--- src/rtl/rx_status_pkg.sv ---
package rx_status_pkg;
  localparam int LEN_W       = 14;
  localparam logic [31:0] CRC_POLY    = 32'hEDB88320;
  localparam logic [31:0] CRC_RESIDUE = 32'hDEBB20E3;
  localparam int DA_BYTES    = 6;
  localparam int LT_HI_POS   = 12;
  localparam int HDR_BYTES   = 14;
  localparam int OVH_BYTES   = 18;

  // status word bit positions
  localparam int B_FFAIL = 30;
  localparam int B_LEN_LO = 16;
  localparam int B_ESUM  = 15;
  localparam int B_BCAST = 13;
  localparam int B_LERR  = 12;
  localparam int B_RUNT  = 11;
  localparam int B_MCAST = 10;
  localparam int B_TLONG = 7;
  localparam int B_LCOL  = 6;
  localparam int B_FTYPE = 5;
  localparam int B_WDOG  = 4;
  localparam int B_RXERR = 3;
  localparam int B_DRIB  = 2;
  localparam int B_CRCE  = 1;

  function automatic logic [31:0] crc_step(input logic [31:0] c, input logic [7:0] d);
    logic [31:0] r;
    r = c;
    for (int k = 0; k < 8; k++) r = (r[0] ^ d[k]) ? ((r >> 1) ^ CRC_POLY) : (r >> 1);
    return r;
  endfunction
endpackage

--- src/rtl/rx_frame_track.sv ---
module rx_frame_track
  import rx_status_pkg::*;
(
  input  logic             clk_i,
  input  logic             rst_ni,
  input  logic             byte_vld_i,
  input  logic             sof_i,
  input  logic             eof_i,
  input  logic [7:0]       byte_i,
  output logic             act_o,
  output logic             first_o,
  output logic             last_o,
  output logic [LEN_W-1:0] len_nx_o,
  output logic [15:0]      lt_nx_o,
  output logic             bc_nx_o,
  output logic             mc_nx_o
);
  localparam logic [LEN_W-1:0] DA_END = LEN_W'(DA_BYTES);
  localparam logic [LEN_W-1:0] LT_HI  = LEN_W'(LT_HI_POS);
  localparam logic [LEN_W-1:0] LT_LO  = LEN_W'(LT_HI_POS + 1);

  logic             in_frame_q;
  logic [LEN_W-1:0] cnt_q, pos;
  logic [15:0]      lt_q, lt_base;
  logic             bc_q, mc_q, bc_base, mc_base;

  assign first_o = byte_vld_i & sof_i;
  assign act_o   = byte_vld_i & (sof_i | in_frame_q);
  assign last_o  = act_o & eof_i;
  assign pos     = first_o ? '0 : cnt_q;

  always_comb begin
    len_nx_o = cnt_q;
    if (first_o)    len_nx_o = LEN_W'(1);
    else if (act_o) len_nx_o = (&cnt_q) ? cnt_q : cnt_q + 1'b1;

    bc_base = first_o ? 1'b1 : bc_q;
    mc_base = first_o ? 1'b0 : mc_q;
    lt_base = first_o ? 16'h0 : lt_q;
    bc_nx_o = bc_base;
    mc_nx_o = mc_base;
    lt_nx_o = lt_base;
    if (act_o) begin
      if (pos < DA_END) bc_nx_o = bc_base & (&byte_i);
      if (pos == '0)    mc_nx_o = byte_i[0];
      if (pos == LT_HI) lt_nx_o = {byte_i, lt_base[7:0]};
      if (pos == LT_LO) lt_nx_o = {lt_base[15:8], byte_i};
    end
  end

  always_ff @(posedge clk_i or negedge rst_ni) begin
    if (!rst_ni) begin
      in_frame_q <= 1'b0;
      cnt_q      <= '0;
      lt_q       <= '0;
      bc_q       <= 1'b0;
      mc_q       <= 1'b0;
    end else begin
      if (act_o) in_frame_q <= ~eof_i;
      cnt_q <= len_nx_o;
      lt_q  <= lt_nx_o;
      bc_q  <= bc_nx_o;
      mc_q  <= mc_nx_o;
    end
  end


  cnt_adv_chk: assert property (@(posedge clk_i) disable iff (!rst_ni)
    (act_o && !first_o && !(&cnt_q)) |=> (cnt_q == $past(cnt_q) + 1'b1));

  sof_restart_chk: assert property (@(posedge clk_i) disable iff (!rst_ni)
    first_o |=> (cnt_q == LEN_W'(1)));
endmodule

--- src/rtl/rx_crc32.sv ---
module rx_crc32
  import rx_status_pkg::*;
(
  input  logic       clk_i,
  input  logic       rst_ni,
  input  logic       act_i,
  input  logic       first_i,
  input  logic [7:0] byte_i,
  output logic       crc_ok_nx_o
);
  logic [31:0] crc_q, crc_nx;

  always_comb begin
    crc_nx = crc_q;
    if (act_i) crc_nx = crc_step(first_i ? 32'hFFFF_FFFF : crc_q, byte_i);
  end

  assign crc_ok_nx_o = (crc_nx == CRC_RESIDUE);

  always_ff @(posedge clk_i or negedge rst_ni) begin
    if (!rst_ni) crc_q <= 32'hFFFF_FFFF;
    else         crc_q <= crc_nx;
  end
endmodule

--- src/rtl/rx_status_word.sv ---
module rx_status_word
  import rx_status_pkg::*;
#(
  parameter int MIN_LEN     = 64,
  parameter int MAX_LEN     = 1518,
  parameter int WDOG_LEN    = 2048,
  parameter int TYPE_MAX    = 1500,
  parameter int MIN_PAYLOAD = 46
) (
  input  logic             clk_i,
  input  logic             rst_ni,
  input  logic             act_i,
  input  logic             first_i,
  input  logic             last_i,
  input  logic [LEN_W-1:0] len_nx_i,
  input  logic [15:0]      lt_nx_i,
  input  logic             bc_nx_i,
  input  logic             mc_nx_i,
  input  logic             crc_ok_i,
  input  logic             rx_err_i,
  input  logic             late_col_i,
  input  logic [2:0]       dribble_bits_i,
  input  logic             mode_10m_i,
  input  logic             filt_fail_i,
  output logic [31:0]      status_o,
  output logic             status_vld_o
);
  localparam logic [LEN_W-1:0] L_MIN  = LEN_W'(MIN_LEN);
  localparam logic [LEN_W-1:0] L_MAX  = LEN_W'(MAX_LEN);
  localparam logic [LEN_W-1:0] L_WDOG = LEN_W'(WDOG_LEN);
  localparam logic [LEN_W-1:0] L_DA   = LEN_W'(DA_BYTES);
  localparam logic [LEN_W-1:0] L_HDR  = LEN_W'(HDR_BYTES);
  localparam logic [LEN_W-1:0] L_OVH  = LEN_W'(OVH_BYTES);
  localparam logic [15:0]      T_MAX  = 16'(TYPE_MAX);
  localparam logic [15:0]      T_PAD  = 16'(MIN_PAYLOAD);

  logic        err_q, col_q, err_nx, col_nx;
  logic        runt, tlong, wdog, ftype, lerr, drib, crce, esum, bc, mc;
  logic [16:0] payload, want;
  logic [31:0] word;

  always_comb begin
    err_nx = err_q;
    col_nx = col_q;
    if (act_i) begin
      err_nx = (first_i ? 1'b0 : err_q) | rx_err_i;
      col_nx = (first_i ? 1'b0 : col_q) | late_col_i;
    end
  end

  always_comb begin
    runt    = len_nx_i < L_MIN;
    tlong   = len_nx_i > L_MAX;
    wdog    = len_nx_i > L_WDOG;
    ftype   = (len_nx_i >= L_HDR) && (lt_nx_i > T_MAX);
    payload = {3'b0, len_nx_i} - {3'b0, L_OVH};
    want    = {1'b0, (lt_nx_i < T_PAD) ? T_PAD : lt_nx_i};
    lerr    = (len_nx_i >= L_OVH) && (lt_nx_i <= T_MAX) && (payload != want);
    bc      = (len_nx_i >= L_DA) && bc_nx_i;
    mc      = (len_nx_i >= L_DA) && mc_nx_i && !bc_nx_i;
    drib    = (mode_10m_i ? (dribble_bits_i >= 3'd3) : (dribble_bits_i == 3'd4)) && !col_nx;
    crce    = (!crc_ok_i || err_nx) && !(runt || col_nx || wdog);
    esum    = runt | tlong | col_nx | crce;

    word           = '0;
    word[B_FFAIL]  = filt_fail_i;
    word[B_LEN_LO +: LEN_W] = len_nx_i;
    word[B_ESUM]   = esum;
    word[B_BCAST]  = bc;
    word[B_LERR]   = lerr;
    word[B_RUNT]   = runt;
    word[B_MCAST]  = mc;
    word[B_TLONG]  = tlong;
    word[B_LCOL]   = col_nx;
    word[B_FTYPE]  = ftype;
    word[B_WDOG]   = wdog;
    word[B_RXERR]  = err_nx;
    word[B_DRIB]   = drib;
    word[B_CRCE]   = crce;
  end

  always_ff @(posedge clk_i or negedge rst_ni) begin
    if (!rst_ni) begin
      err_q        <= 1'b0;
      col_q        <= 1'b0;
      status_o     <= '0;
      status_vld_o <= 1'b0;
    end else begin
      err_q        <= err_nx;
      col_q        <= col_nx;
      status_vld_o <= last_i;
      if (last_i) status_o <= word;
    end
  end


  vld_lat_chk: assert property (@(posedge clk_i) disable iff (!rst_ni)
    last_i |=> status_vld_o);

  vld_only_chk: assert property (@(posedge clk_i) disable iff (!rst_ni)
    !last_i |=> !status_vld_o);

  crc_sup_chk: assert property (@(posedge clk_i) disable iff (!rst_ni)
    (status_vld_o && (status_o[B_RUNT] || status_o[B_LCOL] || status_o[B_WDOG])) |-> !status_o[B_CRCE]);

  drib_col_chk: assert property (@(posedge clk_i) disable iff (!rst_ni)
    (status_vld_o && status_o[B_LCOL]) |-> !status_o[B_DRIB]);

  bc_mc_excl_chk: assert property (@(posedge clk_i) disable iff (!rst_ni)
    status_vld_o |-> !(status_o[B_BCAST] && status_o[B_MCAST]));

  runt_len_chk: assert property (@(posedge clk_i) disable iff (!rst_ni)
    status_vld_o |-> (status_o[B_RUNT] == (status_o[B_LEN_LO +: LEN_W] < L_MIN)));

  ftype_short_chk: assert property (@(posedge clk_i) disable iff (!rst_ni)
    (status_vld_o && (status_o[B_LEN_LO +: LEN_W] < L_HDR)) |-> !status_o[B_FTYPE]);

  rxerr_crc_chk: assert property (@(posedge clk_i) disable iff (!rst_ni)
    (status_vld_o && status_o[B_RXERR] && !status_o[B_RUNT] && !status_o[B_LCOL] && !status_o[B_WDOG])
      |-> status_o[B_CRCE]);
endmodule

--- src/rtl/rx_status_gen.sv ---
module rx_status_gen
  import rx_status_pkg::*;
#(
  parameter int MIN_LEN     = 64,
  parameter int MAX_LEN     = 1518,
  parameter int WDOG_LEN    = 2048,
  parameter int TYPE_MAX    = 1500,
  parameter int MIN_PAYLOAD = 46
) (
  input  logic        clk_i,
  input  logic        rst_ni,
  input  logic        byte_vld_i,
  input  logic        sof_i,
  input  logic        eof_i,
  input  logic [7:0]  byte_i,
  input  logic        rx_err_i,
  input  logic        late_col_i,
  input  logic [2:0]  dribble_bits_i,
  input  logic        mode_10m_i,
  input  logic        filt_fail_i,
  output logic [31:0] status_o,
  output logic        status_vld_o
);
  logic             act, first, last, bc_nx, mc_nx, crc_ok;
  logic [LEN_W-1:0] len_nx;
  logic [15:0]      lt_nx;

  rx_frame_track u_track (
    .clk_i, .rst_ni, .byte_vld_i, .sof_i, .eof_i, .byte_i,
    .act_o(act), .first_o(first), .last_o(last),
    .len_nx_o(len_nx), .lt_nx_o(lt_nx), .bc_nx_o(bc_nx), .mc_nx_o(mc_nx)
  );

  rx_crc32 u_crc (
    .clk_i, .rst_ni, .act_i(act), .first_i(first), .byte_i,
    .crc_ok_nx_o(crc_ok)
  );

  rx_status_word #(
    .MIN_LEN(MIN_LEN), .MAX_LEN(MAX_LEN), .WDOG_LEN(WDOG_LEN),
    .TYPE_MAX(TYPE_MAX), .MIN_PAYLOAD(MIN_PAYLOAD)
  ) u_word (
    .clk_i, .rst_ni, .act_i(act), .first_i(first), .last_i(last),
    .len_nx_i(len_nx), .lt_nx_i(lt_nx), .bc_nx_i(bc_nx), .mc_nx_i(mc_nx),
    .crc_ok_i(crc_ok), .rx_err_i, .late_col_i, .dribble_bits_i,
    .mode_10m_i, .filt_fail_i, .status_o, .status_vld_o
  );


  err_sum_chk: assert property (@(posedge clk_i) disable iff (!rst_ni)
    status_vld_o |-> (status_o[B_ESUM] ==
      (status_o[B_RUNT] | status_o[B_TLONG] | status_o[B_LCOL] | status_o[B_CRCE])));

  rsvd_zero_chk: assert property (@(posedge clk_i) disable iff (!rst_ni)
    status_vld_o |-> (!status_o[31] && !status_o[14] && (status_o[9:8] == 2'b00) && !status_o[0]));
endmodule

--- config.mk ---
export PLATFORM = sky130hd
export DESIGN_NAME = rx_status_gen
export DESIGN_NICKNAME = d
export VERILOG_FILES = /design/src/rtl/rx_status_pkg.sv /design/src/rtl/rx_frame_track.sv /design/src/rtl/rx_crc32.sv /design/src/rtl/rx_status_word.sv /design/src/rtl/rx_status_gen.sv
export SDC_FILE = /design/constraint.sdc
export NUM_CORES = 1
export LEC_CHECK = 0
export CAP_MARGIN = 20
export CORE_MARGIN = 8
export CORE_UTILIZATION = 40
export DETAILED_ROUTE_END_ITERATION = 8
export DONT_BUFFER_PORTS = 1
export PLACE_DENSITY = 0.5
export SKIP_LAST_GASP = 1
export SLEW_MARGIN = 20
export SYNTH_ARGS = -nofsm -noshare
export SYNTH_HDL_FRONTEND = slang
export SYNTH_HIERARCHICAL = 1
export SYNTH_SLANG_ARGS = --single-unit
--- constraint.sdc ---
create_clock -name clk_i -period 11 [get_ports clk_i]
set_clock_uncertainty 0.15 [all_clocks]
set_input_delay 0.55 -clock clk_i [delete_from_list [all_inputs] [get_ports clk_i]]
set_output_delay 0.55 -clock clk_i [all_outputs]
set_load 0.01 [all_outputs]
==> results.md, run 1 <==
- The number of hold buffers added after CTS is 2.
- The remaining antenna violation count is 0.
- STA classifies the critical path endpoint as a flop.
- Of all nets on the critical path, the largest fanout is 38.
- The critical path arrival is 4.74 ns.
- After detailed routing, the number of remaining DRC violations is 0.
- For the finished layout, the period the worst path requires is 4.67 ns.
- Together, buffers and inverters on the worst path number 2.
- Walking the worst path, the cells encountered are nand2_1 -> clkinv_1 -> buf_4 -> nor2_1 -> xor2_2 -> xnor2_2 -> xnor3_1 -> a21oi_2 -> or4b_1 -> nor4_2 -> a211oi_1 -> nand2_1 -> o21ai_0.
- The layout net count is 663.
- Once routing completed, OpenROAD measured the worst setup slack at 6.33 ns.
- The highest ir drop seen on vdd is 0.000137 V.
- Port buffering added 0 buffers.
- Each instance of the synthesized netlist takes up on average 9.87 um2.
- The routability-driven placement congestion ratio is 0.930.
- The total overflow left after global routing is 0.
- At the placement stage, the worst setup path has a slack of 6.02 ns.
- The number of max-cap violations is 0.
- The total standard cell area after synthesis is 6460 um2.
- Including well taps, the total number of placed cells is 842.
- The pre-antenna-repair detailed-routing pass consisted of 5 iterations.
- By count the netlist is led by xnor2_1 (82), nor2_1 (74), dfrtp_1 (63), nand2_1 (42), a21oi_1 (33).
- The post-synthesis async set-or-reset flop share is 1.00.
- Yosys attributes the largest share of cell area to dfrtp_1 (24%), dfstp_2 (13%), xnor2_1 (11%).
- The global-route met2 utilization is 0.255.
- The number of setup buffers added after CTS is 0.
- The slowest stage of the critical path is the clkinv_1 cell.
- The post-cts sizing count is 0.
- The area enclosed by the die boundary is 20500 um2.
- From left edge to right edge, the die measures 143 um.
- The number of sinks handled by clock tree synthesis is 95.
- For this run, global-route usage on met1 was measured as 0.238.
- The worst setup path is launched from a primary input.
- In this run the number of H-tree levels came out at 3.
- The number of enable flip-flop cells after synthesis is 0.
- Among all cell types in the netlist, the one instantiated most often is xnor2_1.
- On the critical path the largest part of the delay comes from simple AND/OR/NAND/NOR gates.
- The number of antenna diodes in the final layout is 0.
- The library cell used as clock root buffer is clkbuf_16.
- The total count of hold-check failures in the final report is 0.
- For this design the static power due to leakage is 0.00281 uW.
- Setup repair after global routing left no endpoint under its margin.
- The CTS buffer count is 9.
- The number of DRC violations after detailed-routing iteration 0 is 393.
- After synthesis, the netlist uses 84 different library cells.
- In this run the tightest slew margin relative to its limit is 0.279.
- The most heavily used metal layer in global routing is met2.
- The floorplan has 46 rows.
- The worst hold path belongs to the class in2reg.
- The total wirelength of the detailed-routed design is 17200 um.
- The flip-flop cell with the highest count after synthesis is dfrtp_1.
- Across every metal layer, demand over resource in global routing totals 0.173.
- The fraction of met3 tracks used by global routing is 0.0467.
- The largest total area in the synthesized netlist belongs to dfrtp_1.
- 53 I/O pins were placed.
- The critical path in this run is classified as in2reg.
- The maximum count of clock buffers along a single path is 2.
- TritonCTS built the clock tree.
- The number of vias in the routed layout is 4806.
- Relative to the synthesized area, the layout overhead comes to 6.89%.
- The final hold slack is 0.205 ns.
- The starting density of the core is 0.408.
- The wire length of the first global-routing pass is 27100 um.
- Of the synthesized area, sequential elements account for 0.374.
- The measured slew at the worst slew-check pin is 1.08 ns.
- After clock tree synthesis, the clock-pin slew on the worst setup and hold paths is ~0.06 ns.
- The post-route standard cell area excluding fillers is 6910 um2.
- Setup violations remaining at the end of the flow were counted as 0.
- The number of warning messages in the yosys log is 6.
- The number of flip-flops and latches in the synthesized netlist is 95.
- After routing, the total negative slack on setup checks comes to 0 ns.
- The proportion of layout cells with a drive suffix above 1 is 0.183.
- For the worst-skew pair, the clock arrives at the later sink with an insertion delay of 0.35 ns.
- The critical path data required time is 11.07 ns.
- The maximum frequency from static timing analysis is 0.214 GHz.
- Using the TritonRoute via totals, the vias-per-cell ratio works out to approximately 5.6.
- In this design, the stage delay of the slowest critical-path cell is 0.64 ns.
- The share of the synthesized area in the top cell type is 0.244.
- The post-place instance area is 6560 um2.
- The sum of net half-perimeters after detailed placement is around 12000 um.
- By instance count, the cell type seen most on the critical path is nand2_1.
- The number of non-filler instances in the completed layout is 860.
- The ratio of final minimum period to clock period is 0.424.
- The total area inside the core boundary comes to ~16000 um2.
- The via count of the first global-routing pass was ~4.7k.
- The gate count after technology mapping is 655.
- The largest net degree at the start of global routing is 96.
- The initial antenna violation count is 0.
- Dividing the detail-routed wire length by the instance count gives 20.0 um.
- The die span in y is 143 um.
- The run finished with clean final reports.
- The power per unit of standard cell area is ~280 nW/um2.
- The max-slew violation count came to 0.
[worst paths after layout]
path / start / end / slack [ns] / cells after the start
max reg2reg: u_track/cnt_q[0] / u_word/status_o[12] / 6.58 / 12
min reg2reg: u_track/mc_q / u_track/mc_q / 0.35 / 1
min in group asynchronous: rst_ni / u_track/lt_q[2] / 0.63 / 2
min: filt_fail_i / u_word/status_o[30] / 0.21 / 1
max: byte_vld_i / u_word/status_o[15] / 6.33 / 13
max in group asynchronous: rst_ni / u_crc/crc_q[30] / 9.62 / 2
[state kept, by name, indices dropped and copies added, names as in the netlist]
signal / count
u_crc/crc_q: 32
u_word/status_o: 27
u_track/lt_q: 16
u_track/cnt_q: 14
u_track/bc_q: 1
u_track/in_frame_q: 1
u_track/mc_q: 1
u_word/col_q: 1
u_word/err_q: 1
u_word/status_vld_o: 1
[kinds of logic (layout without fill, tap and decap cells)]
family | count (synthesis) | in the layout | share of synthesized area
and+or+nand+nor | 217 | 217 | 0.182
AOI/OAI and AO/OA | 111 | 111 | 0.114
xor gates and xnor gates | 114 | 114 | 0.189
other | 1 | 5 | 0.000580
adders and majority gates | 4 | 4 | 0.00774
muxes | 48 | 48 | 0.0803
DFF | 95 | 95 | 0.374
buffers and inverters | 65 | 50 | 0.0523
[through the flow]
| step | total power, uW | util |
|---|---|---|
| floorplan | 1430 | - |
| global placement | 1610 | 0.415 |
| detailed placement | 1610 | 0.415 |
| CTS | 1970 | 0.437 |
| global route | 2080 | 0.437 |
| finish | 1970 | 0.437 |
[placed cells by master (no fill, tap or decap), types with 4 or more instances in the layout]
cell type,n
ha_1,4
xnor2_1,82
nor2_1,74
xnor2_2,5
and4_4,4
nand4_1,12
buf_4,8
a21oi_1,33
nor4_1,6
clkbuf_16,9
nand2b_1,5
nand2_1,42
or3_1,5
mux2i_1,17
o21ai_0,24
a31oi_1,8
xor2_1,15
or4_1,6
nor3_1,8
a211oi_1,4
nand3_1,17
inv_1,22
o31ai_1,5
o41ai_1,4
and2_1,6
conb_1,5
xnor3_1,5
dfstp_2,32
dfrtp_1,63
mux2_2,29
[area by class of cell]
type / count / area, um2
inverters: 24 / 90.1
flip-flops and latches: 95 / 2420
well taps: 216 / 270
clock inverters: 2 / 36.3
repair buffers: 10 / 97.6
multi-input cells: 499 / 3720
clock buffers: 14 / 274
fillers: 1519 / 8920
[metal layers]
layer  vias up  wire, um
met5         -         0
met4         0       264
met3        17      1320
met2       132      7410
met1      2409      8220
li1       2248         -
[worst reg2reg max path: stages (launching register included)]
cell and delay, ns:
dfrtp_1 0.47, ha_1 0.32, and4_4 0.27, and4_4 0.28, o21ai_0 0.09, a21oi_1 0.86
inv_1 0.25, ha_1 0.44, nor4b_1 0.25, a31oi_1 0.08, or2_2 0.31, a2111oi_2 0.37
a31oi_1 0.14
[report_power, final]
| part | internal (uW) | total (uW) | switching (uW) |
|---|---|---|---|
| registers | 477 | 579 | 102 |
| clock network | 195 | 331 | 136 |
| logic | 537 | 1060 | 519 |
| total | 1210 | 1970 | 757 |
Note: power is estimated with default switching activity, not from simulation.
==> run 2, diff against run 1 <==
==> constraint.sdc (replaced) <==
create_clock -name clk_i -period 4.3 [get_ports clk_i]
set_clock_uncertainty 0.15 [all_clocks]
set_input_delay 0.215 -clock clk_i [delete_from_list [all_inputs] [get_ports clk_i]]
set_output_delay 0.215 -clock clk_i [all_outputs]
set_load 0.01 [all_outputs]
==> run 2 against run 1 <==
Compared with the run above:
- sequential power grew to 2.6 times the previous value
- die area unchanged
- power grew to 2.5 times the previous value
- worst setup slack worse by 6.0 ns
- wire length up 4.4%
- clock power up 130%
- critical path depth down 3
==> results.md, run 2 (same netlist as run 1, synthesis figures left out) <==
- In this run the worst hold path is classified as in2reg.
- The die span in y is 143 um (unchanged).
- The flip-flop count of the largest register, all copies and words added is 32 (unchanged).
- The minimum clock period is 3.96 ns.
- The library cell used as clock root buffer is clkbuf_16.
- Leaving out fill and tap cells, the most frequent cell in the layout is xnor2_1.
- The via count of the first global-routing pass was 5047 (+7.2%).
- The number of port buffers came to 0 (unchanged).
- The post-route standard cell area excluding fillers is 7090 um2 (+2.6%).
- The power consumption is 4960 uW (+150%).
- Walking the worst path, the cells encountered are nor4_1 -> and3_1 -> and4b_1 -> mux2i_1 -> or4_4 -> nor4_4 -> and2_4 -> o311ai_1 -> a2111oi_2 -> a31oi_1.
- The leakage power summed over all cells is 0.00291 uW (+3.4%).
- The critical path arrival is 4.03 ns (-0.71 ns).
- The largest driver fanout on the critical path is 8 (-79%).
- Compared with the post-synthesis result, the final layout area differs by 9.70%.
- The category of the most critical setup path is reg2reg.
- The max-slew violation count is 0 (unchanged).
- The number of DRC violations after detailed-routing iteration 0 is 383 (-2.5%).
- The critical path data required time is 4.37 ns (-6.70 ns).
- The worst setup path is launched from a flop.
- The run finished with clean final reports.
- The number of buffer and inverter instances along the worst setup path was 0 (-2).
- The maximum count of clock buffers along a single path came to 2 (unchanged).
- The relative contribution of the clock network to total power is 0.156 (-0.012).
- In the finished design, the share of the clock period the worst path needs comes to 0.921.
- The wire length per cell is 20.3 um (+1.5%).
- The number of sinks handled by clock tree synthesis is 95 (unchanged).
- The remaining antenna violation count is 0 (unchanged).
- The proportion of layout cells with a drive suffix above 1 came to 0.197 (+0.0141).
- The maximum single-stage delay on the critical path is 0.60 ns (-0.04 ns).
- The largest net degree at the start of global routing came to 96 (unchanged).
- The category of cells accounting for the largest share of critical-path delay is simple AND/OR/NAND/NOR gates.
- The depth of the CTS H-tree is 3 (unchanged).
- The number of vias in the routed layout is 4965 (+3.3%).
- The horizontal extent of the die came to 143 um (unchanged).
- The switching power as a share of total power was 0.389 (+0.00399).
- The setup total negative slack is 0 ns (unchanged).
- The detailed-routing iteration count for the pre-antenna-repair pass was 6 (+1).
- The total internal power came to 3030 uW (+150%).
- The row count is 46 (unchanged).
- The number of antenna repair diodes is 0 (unchanged).
- The sum of net half-perimeters after detailed placement is 13100 um (+5.1%).
- The max-slew headroom at the worst pin is 0.580 (+0.302).
- The starting density of the core is 0.408 (unchanged).
- The share of the core filled with cells in the final layout was 0.448 (+0.0115).
- The CTS buffer count is 9 (unchanged).
- The detailed-route vias per instance is 5.61 (+0.39%).
- The number of max-cap violations is 0 (unchanged).
- The sequential cell fraction of total power came to 0.297 (+0.003).
- Setup repair after global routing left no endpoint under its margin.
- The measured slew at the worst slew-check pin is 0.629 ns (-0.452 ns).
- The highest ir drop seen on vdd came to 0.000340 V (+150%).
- The I/O pin total came to 53 (unchanged).
- The layout filler cell count is 1518 (-0.066%).
- The overall overflow remaining after global route came to 0 (unchanged).
- The global-route total usage across every layer is 0.184 (+0.0114).
- The DRC violation count after routing was 0 (unchanged).
- The routability-driven placement congestion ratio is 0.913 (-1.8%).
- The switching power of the nets is 1930 uW (+150%).
- The area enclosed by the die boundary came to 20500 um2 (unchanged).
- On the critical path, the stage with the largest delay is an instance of or4_4.
- The initial antenna violation count was 0 (unchanged).
- The maximum frequency from static timing analysis is 0.253 GHz.
- The total wirelength of the detailed-routed design came to 18000 um (+4.4%).
- TritonCTS built the clock tree.
- The worst setup path is captured at a flop.
- The area of the core is 15800 um2 (unchanged).
- The total count of hold-check failures in the final report is 0 (unchanged).
- The portion of total power attributed to combinational logic is 0.547 (+0.010).
- The final hold slack is 0.0231 ns (-0.182 ns).
- The final setup violation count is 0 (unchanged).
- The post-place instance area is 6670 um2 (+1.7%).
- The power per unit of standard cell area was 700 nW/um2 (+150%).
- The largest registers in the layout are u_crc/crc_q: 32 flops, u_word/status_o: 27 flops, u_track/lt_q: 16 flops.
- The wire length of the first global-routing pass is 29100 um (+7.4%).
- In the layout the commonest cells are xnor2_1 (82), nor2_1 (74), dfrtp_1 (63).
- The clock latency of the later-clocked register in the worst-skew pair is 0.35 ns (about the same).
- The layout net count is 688 (+3.8%).
- The largest register by flop count is u_crc/crc_q.
- The clock transition at the registers of the reported paths was 0.06 ns (about the same).
## run 2: cell count changes in the layout (fill, tap and decap cells not counted), sizes merged
cell         delta
bufinv          -1
clkinvlp        +2
dlygate4sd3    +10
inv             -1
buf            +15
## run 2: final timing paths
path	startpoint	cells past startpoint	slack [ns]	to
setup / recovery	u_track/cnt_q[12]	10	0.34	u_word/status_o[12]
hold / removal	byte_i[0]	2	0.02	u_track/lt_q[0]
setup reg to reg	u_track/cnt_q[12]	10	0.34	u_word/status_o[12]
hold reg to reg	u_crc/crc_q[19]	2	0.36	u_crc/crc_q[19]
max in group asynchronous	rst_ni	2	3.31	u_crc/crc_q[22]
min in group asynchronous	rst_ni	2	0.31	u_track/lt_q[2]
## run 2: routing by layer
layer / vias to the layer above / track usage / wire, um / part of all wire
met1: 2474 / 0.256 / 8670 / 0.48
met3: 14 / 0.0494 / 1220 / 0.068
met4: 0 / 0.0447 / 204 / 0.011
li1: 2315 / - / - / -
met2: 162 / 0.277 / 7890 / 0.44
met5: - / 0 / 0 / 0
## run 2: layout make-up
class	instances	area [um2]	area share
well taps	216	270	0.0381
flip-flops and latches	95	2420	0.341
clock buffers	14	264	0.0372
multi-input cells	499	3720	0.525
inverters	24	90.1	0.0127
repair buffers	35	310	0.0438
clock inverters	2	15.0	0.00212
## run 2: worst register-to-register path, cell delays in order, from the launching register on
cell       delay, ns
dfrtp_1         0.44
nor4_1          0.50
and3_1          0.27
and4b_1         0.58
mux2i_1         0.25
or4_4           0.60
nor4_4          0.30
and2_4          0.22
o311ai_1        0.10
a2111oi_2       0.30
a31oi_1         0.13
## run 2: what timing repair did
| action | CTS | global route |
|---|---|---|
| buffers inserted | 0 | 0 |
| setup endpoints to repair | 0 | 0 |
| resized for setup | 0 | 0 |
| hold buffers | 12 | 0 |
| endpoints found under the hold margin | 108 | 0 |
## run 2: metrics by stage
step | cells | worst slack (ns)
floorplan | 659 | 0.513
global placement | 857 | 0.504
detailed placement | 857 | 0.431
CTS | 885 | 0.386
global route | 885 | 0.0999
finish | 885 | 0.340
## run 2: power groups by stage
stage	sequential (uW)	clock [uW]	combinational [uW]
floorplan	1350	0	2310
global placement	1490	0	2650
detailed placement	1490	0	2660
CTS	1480	795	2720
global route	1510	830	2950
finish	1480	775	2710
